--- config.mk ---
export PLATFORM = sky130hd
export DESIGN_NAME = disp_irq_agg
export DESIGN_NICKNAME = d
export VERILOG_FILES = /design/src/rtl/disp_irq_pkg.sv /design/src/rtl/disp_irq_dec.sv /design/src/rtl/disp_irq_status.sv /design/src/rtl/disp_irq_enable.sv /design/src/rtl/disp_irq_agg.sv
export SDC_FILE = /design/constraint.sdc
export NUM_CORES = 1
export LEC_CHECK = 0
export BUFFER_PORTS_ARGS = -buffer_cell sky130_fd_sc_hd__buf_4
export CAP_MARGIN = 30
export CORE_UTILIZATION = 49
export CTS_BUF_LIST = sky130_fd_sc_hd__clkbuf_2 sky130_fd_sc_hd__clkbuf_4 sky130_fd_sc_hd__clkbuf_8
export DETAILED_ROUTE_END_ITERATION = 16
export GPL_TIMING_DRIVEN = 0
export PLACE_DENSITY = 0.91
export SLEW_MARGIN = 20
export SYNTH_ARGS = -nofsm -noshare
export SYNTH_HDL_FRONTEND = slang
export SYNTH_HIERARCHICAL = 1
export SYNTH_SLANG_ARGS = --single-unit
--- constraint.sdc ---
create_clock -name clk_i -period 1.33 [get_ports clk_i]
set_input_delay 0.0665 -clock clk_i [delete_from_list [all_inputs] [get_ports clk_i]]
set_output_delay 0.0665 -clock clk_i [all_outputs]
set_load 0.01 [all_outputs]
--- src/rtl/disp_irq_pkg.sv ---
package disp_irq_pkg;
  localparam int unsigned OFS_STATUS  = 32'h0;
  localparam int unsigned OFS_ENABLE  = 32'h4;
  localparam int unsigned OFS_SUMMARY = 32'h8;

  typedef enum logic [1:0] {
    SEL_NONE = 2'd0,
    SEL_STAT = 2'd1,
    SEL_EN   = 2'd2,
    SEL_SUM  = 2'd3
  } reg_sel_e;
endpackage

--- src/rtl/disp_irq_dec.sv ---
module disp_irq_dec
  import disp_irq_pkg::*;
#(
  parameter int unsigned ADDR_W = 8
) (
  input  logic [ADDR_W-1:0] addr_i,
  input  logic              wr_en_i,
  output reg_sel_e          sel_o,
  output logic              stat_we_o,
  output logic              en_we_o,
  output logic              sum_we_o
);
  always_comb begin
    unique case (addr_i)
      ADDR_W'(OFS_STATUS):  sel_o = SEL_STAT;
      ADDR_W'(OFS_ENABLE):  sel_o = SEL_EN;
      ADDR_W'(OFS_SUMMARY): sel_o = SEL_SUM;
      default:              sel_o = SEL_NONE;
    endcase
  end

  assign stat_we_o = wr_en_i && (sel_o == SEL_STAT);
  assign en_we_o   = wr_en_i && (sel_o == SEL_EN);
  assign sum_we_o  = wr_en_i && (sel_o == SEL_SUM);
endmodule

--- src/rtl/disp_irq_status.sv ---
module disp_irq_status #(
  parameter int unsigned IRQ_W = 16
) (
  input  logic             clk_i,
  input  logic             rst_ni,
  input  logic [IRQ_W-1:0] evt_i,
  input  logic             clr_i,
  input  logic [IRQ_W-1:0] clr_mask_i,
  output logic [IRQ_W-1:0] status_o
);
  logic [IRQ_W-1:0] status_q;

  // one sticky cell per bit; event has priority over clear
  for (genvar gi = 0; gi < IRQ_W; gi++) begin : g_bit
    always_ff @(posedge clk_i or negedge rst_ni) begin
      if (!rst_ni)                       status_q[gi] <= 1'b0;
      else if (evt_i[gi])                status_q[gi] <= 1'b1;
      else if (clr_i && clr_mask_i[gi])  status_q[gi] <= 1'b0;
    end
  end

  assign status_o = status_q;


  evt_set_chk: assert property (@(posedge clk_i) disable iff (!rst_ni)
    (|evt_i) |=> ((status_q & $past(evt_i)) == $past(evt_i)));


  clr_done_chk: assert property (@(posedge clk_i) disable iff (!rst_ni)
    clr_i |=> ((status_q & $past(clr_mask_i) & ~$past(evt_i)) == '0));


  keep_chk: assert property (@(posedge clk_i) disable iff (!rst_ni)
    clr_i |=> ((status_q & ~$past(clr_mask_i)) == ($past(status_q | evt_i) & ~$past(clr_mask_i))));
endmodule

--- src/rtl/disp_irq_enable.sv ---
module disp_irq_enable #(
  parameter int unsigned IRQ_W  = 16,
  parameter int unsigned DATA_W = 32
) (
  input  logic              clk_i,
  input  logic              rst_ni,
  input  logic              we_i,
  input  logic [DATA_W-1:0] wr_data_i,
  output logic [IRQ_W-1:0]  enable_o
);
  logic [IRQ_W-1:0] enable_q;

  always_ff @(posedge clk_i or negedge rst_ni) begin
    if (!rst_ni)   enable_q <= '0;
    else if (we_i) enable_q <= wr_data_i[IRQ_W-1:0];
  end

  assign enable_o = enable_q;


  en_load_chk: assert property (@(posedge clk_i) disable iff (!rst_ni)
    we_i |=> (enable_q == $past(wr_data_i[IRQ_W-1:0])));


  en_hold_chk: assert property (@(posedge clk_i) disable iff (!rst_ni)
    !we_i |=> $stable(enable_q));
endmodule

--- src/rtl/disp_irq_agg.sv ---
module disp_irq_agg
  import disp_irq_pkg::*;
#(
  parameter int unsigned ADDR_W = 8,
  parameter int unsigned DATA_W = 32,
  parameter int unsigned IRQ_W  = 16,
  parameter int unsigned LINK_W = 4
) (
  input  logic              clk_i,
  input  logic              rst_ni,
  input  logic [ADDR_W-1:0] addr_i,
  input  logic              wr_en_i,
  input  logic [DATA_W-1:0] wr_data_i,
  input  logic              rd_en_i,
  output logic [DATA_W-1:0] rd_data_o,
  input  logic [IRQ_W-1:0]  evt_i,
  input  logic [LINK_W-1:0] link_irq_i,
  output logic              irq_o
);
  localparam int unsigned SUM_PAD = DATA_W - 2;

  reg_sel_e         sel;
  logic             stat_we, en_we, sum_we;
  logic [IRQ_W-1:0] status, enable;
  logic [DATA_W-1:0] rd_mux, rd_q;
  logic             masked_any, link_any;

  disp_irq_dec #(.ADDR_W(ADDR_W)) u_dec (
    .addr_i    (addr_i),
    .wr_en_i   (wr_en_i),
    .sel_o     (sel),
    .stat_we_o (stat_we),
    .en_we_o   (en_we),
    .sum_we_o  (sum_we)
  );

  disp_irq_status #(.IRQ_W(IRQ_W)) u_status (
    .clk_i      (clk_i),
    .rst_ni     (rst_ni),
    .evt_i      (evt_i),
    .clr_i      (stat_we),
    .clr_mask_i (wr_data_i[IRQ_W-1:0]),
    .status_o   (status)
  );

  disp_irq_enable #(.IRQ_W(IRQ_W), .DATA_W(DATA_W)) u_enable (
    .clk_i     (clk_i),
    .rst_ni    (rst_ni),
    .we_i      (en_we),
    .wr_data_i (wr_data_i),
    .enable_o  (enable)
  );

  assign masked_any = |(status & enable);
  assign link_any   = |link_irq_i;
  assign irq_o      = masked_any;

  always_comb begin
    unique case (sel)
      SEL_STAT: rd_mux = DATA_W'(status);
      SEL_EN:   rd_mux = DATA_W'(enable);
      SEL_SUM:  rd_mux = {{SUM_PAD{1'b0}}, link_any, masked_any};
      default:  rd_mux = '0;
    endcase
  end

  always_ff @(posedge clk_i or negedge rst_ni) begin
    if (!rst_ni)      rd_q <= '0;
    else if (rd_en_i) rd_q <= rd_mux;
  end

  assign rd_data_o = rd_q;


  irq_rise_chk: assert property (@(posedge clk_i) disable iff (!rst_ni)
    $rose(irq_o) |-> $past((|evt_i) || en_we));


  irq_fall_chk: assert property (@(posedge clk_i) disable iff (!rst_ni)
    $fell(irq_o) |-> $past(stat_we || en_we));


  sum_wr_ignored_chk: assert property (@(posedge clk_i) disable iff (!rst_ni)
    (sum_we && !(|evt_i)) |=> ($stable(status) && $stable(enable)));


  rd_hold_chk: assert property (@(posedge clk_i) disable iff (!rst_ni)
    !rd_en_i |=> $stable(rd_data_o));
endmodule

# Word level (Yosys, flattened, before mapping)
# Index checks and enable logic that the tools add are counted.
# Widths: inputs -> output; s select.
[op_classes]
mux = 34
n_eq_ne = 5
n_reduce_logical = 37
n_bitwise = 1
[ops]
columns = ["operator", "n"]
rows = [
  ["$pmux 16 s3", 1],
  ["$mux 1", 32],
  ["$reduce_bool 2->1", 16],
  ["$logic_and 1x1->1", 18],
  ["$and 16x16->16", 1],
  ["$reduce_or 16->1", 1],
  ["$eq 8x3->1 const B", 1],
  ["$eq 8x4->1 const B", 1],
  ["$logic_not 8->1", 1],
  ["$pmux 2 s3", 1],
  ["$eq 2x2->1 const B", 2],
  ["$reduce_or 4->1", 1],
  ["$eq 2x1->1 const B", 1],
]
[word_totals]
word_cells = 95
inputBits = 64
out_inout_bits = 33
register_bits = 64

# Longest topological paths before layout
[logic_depth]
depth_word = 7
depth_mapped = 7
depth_no_buf = 6

# Hierarchy
# The synthesis kept the hierarchy.
[by_module_without_submodules]
columns = ["mod", "instances", "cells_each", "seq_area_each_um2", "area_each_um2"]
rows = [
  ["disp_irq_agg", 1, 102, 400.4, 959.7],
  ["disp_irq_enable", 1, 34, 400.4, 649.4],
  ["disp_irq_status", 1, 50, 400.4, 611.8],
  ["disp_irq_dec", 1, 11, 0.0, 68.8],
]

# Worst setup path after synthesis
# No wires, ideal clock.
[synth_timing]
path_type = "input-to-reg"
start = "input port addr_i[1]"
end = "register rd_q[1], in the netlist rd_data_o[1]"
path_buffers = 0
stages = 5
slack_ps = -591
arrival_ps = 1780
setup_ps = 142
cell_sequence = "or4_4 nor4_1 or4b_1 o221ai_1 a31oi_1"
[synth_via]
elab_chain_len = 4
[synth_rtl]
columns = ["item", "line", "rtl"]
rows = [
  ["start, declared", "disp_irq_agg.sv:11", "input logic [ADDR_W-1:0] addr_i,"],
  ["$eq 8x4->1 (tied with other cells)", "disp_irq_dec.sv:14", "unique case (addr_i)"],
  ["$pmux 2 s3 *", "disp_irq_dec.sv:14", ""],
  ["via sel[1]", "disp_irq_agg.sv:22", "reg_sel_e sel;"],
  ["$eq 2x2->1 (tied with other cells)", "-", ""],
  ["$pmux 16 s3 *", "disp_irq_agg.sv:59", "unique case (sel)"],
  ["end signal, assigned", "disp_irq_agg.sv:69", "else if (rd_en_i) rd_q <= rd_mux;"],
  ["end, declared", "disp_irq_agg.sv:25", "logic [DATA_W-1:0] rd_mux, rd_q;"],
]
# Mark *: on every way through the listed nets, which the timed path passes. The rest lies on a longest branch.
# A chain may end at the register's enable or synchronous reset.

# Worst setup path after layout
[layout_timing]
start = "input port addr_i[1]"
end = "register rd_q[12], in the netlist rd_data_o[12]"
# The elaborated chain is that of the path after synthesis.

==> flow_summary.ini <==
[run_status]
status = finished with violations
violations = setup timing

[detailed_routing]
drt_iter0_drc = 191
viasPerCell = 5.68
wirelength_um = 7540
drtAntennaViolNets = 0
routed.top_layer = met4
dr_total_vias = 2135
drc = 0
firstDrtPassIters = 4
dr_wl_met2_um = 3850
routed-wl-met3_um = 565
wirelength_met1_um = 2970
wire_per_inst_um = 20.1

[place]
dp_hpwl_um = 3630
dp.cells = 325
place.port_buffers = 63
gp_congestion = 0.800

[floorplanning]
num_io_pins = 97
die_x_um = 70.2
core_um2 = 4410
die_y_um = 70.2
start_util_pct = 51.7
die-area_um2 = 4930
rows = 24

[cts]
clk_latency_ns = 0.31
clkSinkCount = 48
cts_buffer_depth = 2
cts_tree = yes
clk_pin_slew_ns = 0.10
cts_made_buffers = 5
root_buffer = clkbuf_8
h-tree-depth = 2

[power_and_ir_drop]
peakVddDrop_v = 0.000599
total_power_uw = 3250
power-per-cell-area_nw_per_um2 = 862
leakage_uw = 0.00170

[global_routing]
grt.total_usage_pct = 29.0
grt_pass1_vias = 2121
grt_start_max_net_pins = 49
grt_pass1_wl_um = 10800
overflow = 0
grt_antenna_before_repair = 0

[finish]
num-nets-final = 387
fin_cells = 376
antenna_cells = 0
synthToLayoutAreaGrowth_pct = 65.6
layout-drive-gt1-share_pct = 56.5

[setup_path]
rr_worst_depth = 5
critical_path_class = primary input to flip-flop
cp_num_buf_inv = 4
cp-start-kind = primary input
path_cells = buf_6, or4_4, nor4_4, nor2b_4, buf_6, buf_12, buf_8, a22oi_2, a21oi_1
crit_required_ns = 1.54
critPathMostFrequentCell = buf_6
cp_max_fo = 5
r2r_start = u_enable/enable_o[1]
end_kind = flip-flop
cp.arrival_ns = 1.94
cpMaxStageDelayCell = or4_4
reg2reg_setup_slack_ns = -0.26
cp_top_family = simple AND/OR/NAND/NOR gates
max_stage_delay_ns = 0.59
reg2reg_to = rd_data_o[0]

[hold_path]
min_from = wr_data_i[6]
whs_endpoint = u_enable/enable_o[6]
hp-class = primary input to flip-flop
hold_depth = 2

[timing]
worst_slew_pin_slew_ns = 0.606
hold_ws_ns = 0.00363
setup_violations = 49
drv_slew = 0
relSlewSlack_pct = 59.6
setup_ws_ns = -0.398
post-route-period-util_pct = 130
setup_tns_ns = -11.18
fmax_mhz = 579
period_needed_ns = 1.73
fin_worst_skew_ns = 0.00950
rsz0062_at_grt = yes
finalHoldViolCount = 0

[yosys]
syn_avg_cell_area_um2 = 11.7
yosysWarnings = 6
synthCells = 195
syn_area_um2 = 2280

[flow_run]
cap_violations = 0
[layout by cell type (no fill, tap or decap), drive strengths merged, types with 2 or more instances in the layout]
cell / instances
nor2: 17
buf: 108
dlygate4sd3: 19
a221oi: 4
a21o: 16
a22oi: 15
clkbuf: 11
mux2: 16
conb: 16
nand2: 17
a21oi: 15
nor4: 3
dfrtp: 48
nor2b: 2
a22o: 4
[metal layers]
metal / GRT usage (%) / vias up
li1: - / 924
met1: 36.8 / 1072
met2: 48.5 / 119
met3: 7.79 / 20
met4: 8.22 / 0
met5: 0 / -
[area by class of cell]
cell class | instances | area (um2)
multi-input combinational | 134 | 1180
sequential | 48 | 1200
clock inverter | 3 | 42.5
clock buffer | 5 | 68.8
buffer | 27 | 239
tap | 52 | 65.1
inverter | 1 | 3.75
fill | 215 | 638
timing repair buffer | 106 | 973
[state kept, by name, summed over array words and instances, names as in the netlist]
| name | cells |
|---|---|
| rd_data_o | 16 |
| u_status/status_o | 16 |
| u_enable/enable_o | 16 |
[through the flow]
stage	area, um2	utilization, %	setup WS [ns]
finish	3780	85.5	-0.398
global placement	2940	66.6	-0.706
CTS	3670	83.1	-0.308
floorplan	2400	-	-0.416
global route	3780	85.5	-0.424
detailed placement	2940	66.6	-0.679
[repair_timing]
| item | 4_1_cts | 5_1_grt |
|---|---|---|
| endpoints found under the setup margin | 47 | 49 |
| buffers inserted | 17 | 9 |
| pin swaps | 17 | 20 |
| resized for setup | 37 | 39 |
| cloned | 3 | 1 |
| hold buffers | 19 | 0 |
| endpoints found under the hold margin | 66 | 0 |
[worst max path at each step]
| stage | depth (start not counted) | from | to |
|---|---|---|---|
| floorplan | 5 | addr_i[1] | rd_data_o[1] |
| global placement | 7 | addr_i[1] | rd_data_o[15] |
| detailed placement | 7 | addr_i[1] | rd_data_o[15] |
| CTS | 4 | u_status/status_o[1] | irq_o |
| global route | 4 | u_enable/enable_o[1] | irq_o |
| finish | 9 | addr_i[1] | rd_data_o[12] |
[report_power, final]
group | switching [uW] | total [uW] | internal (uW)
logic | 270 | 602 | 332
clock network | 525 | 1080 | 557
registers | 52.9 | 1570 | 1520
[worst register-to-register path, cell delays in order (launching register included)]
cell and delay (ns):
dfrtp_1 0.43, a22o_1 0.25, a221oi_2 0.22, nand4_1 0.21, buf_4 0.18, a41o_1 0.19
No activity file was read; power rests on OpenSTA's default activity.
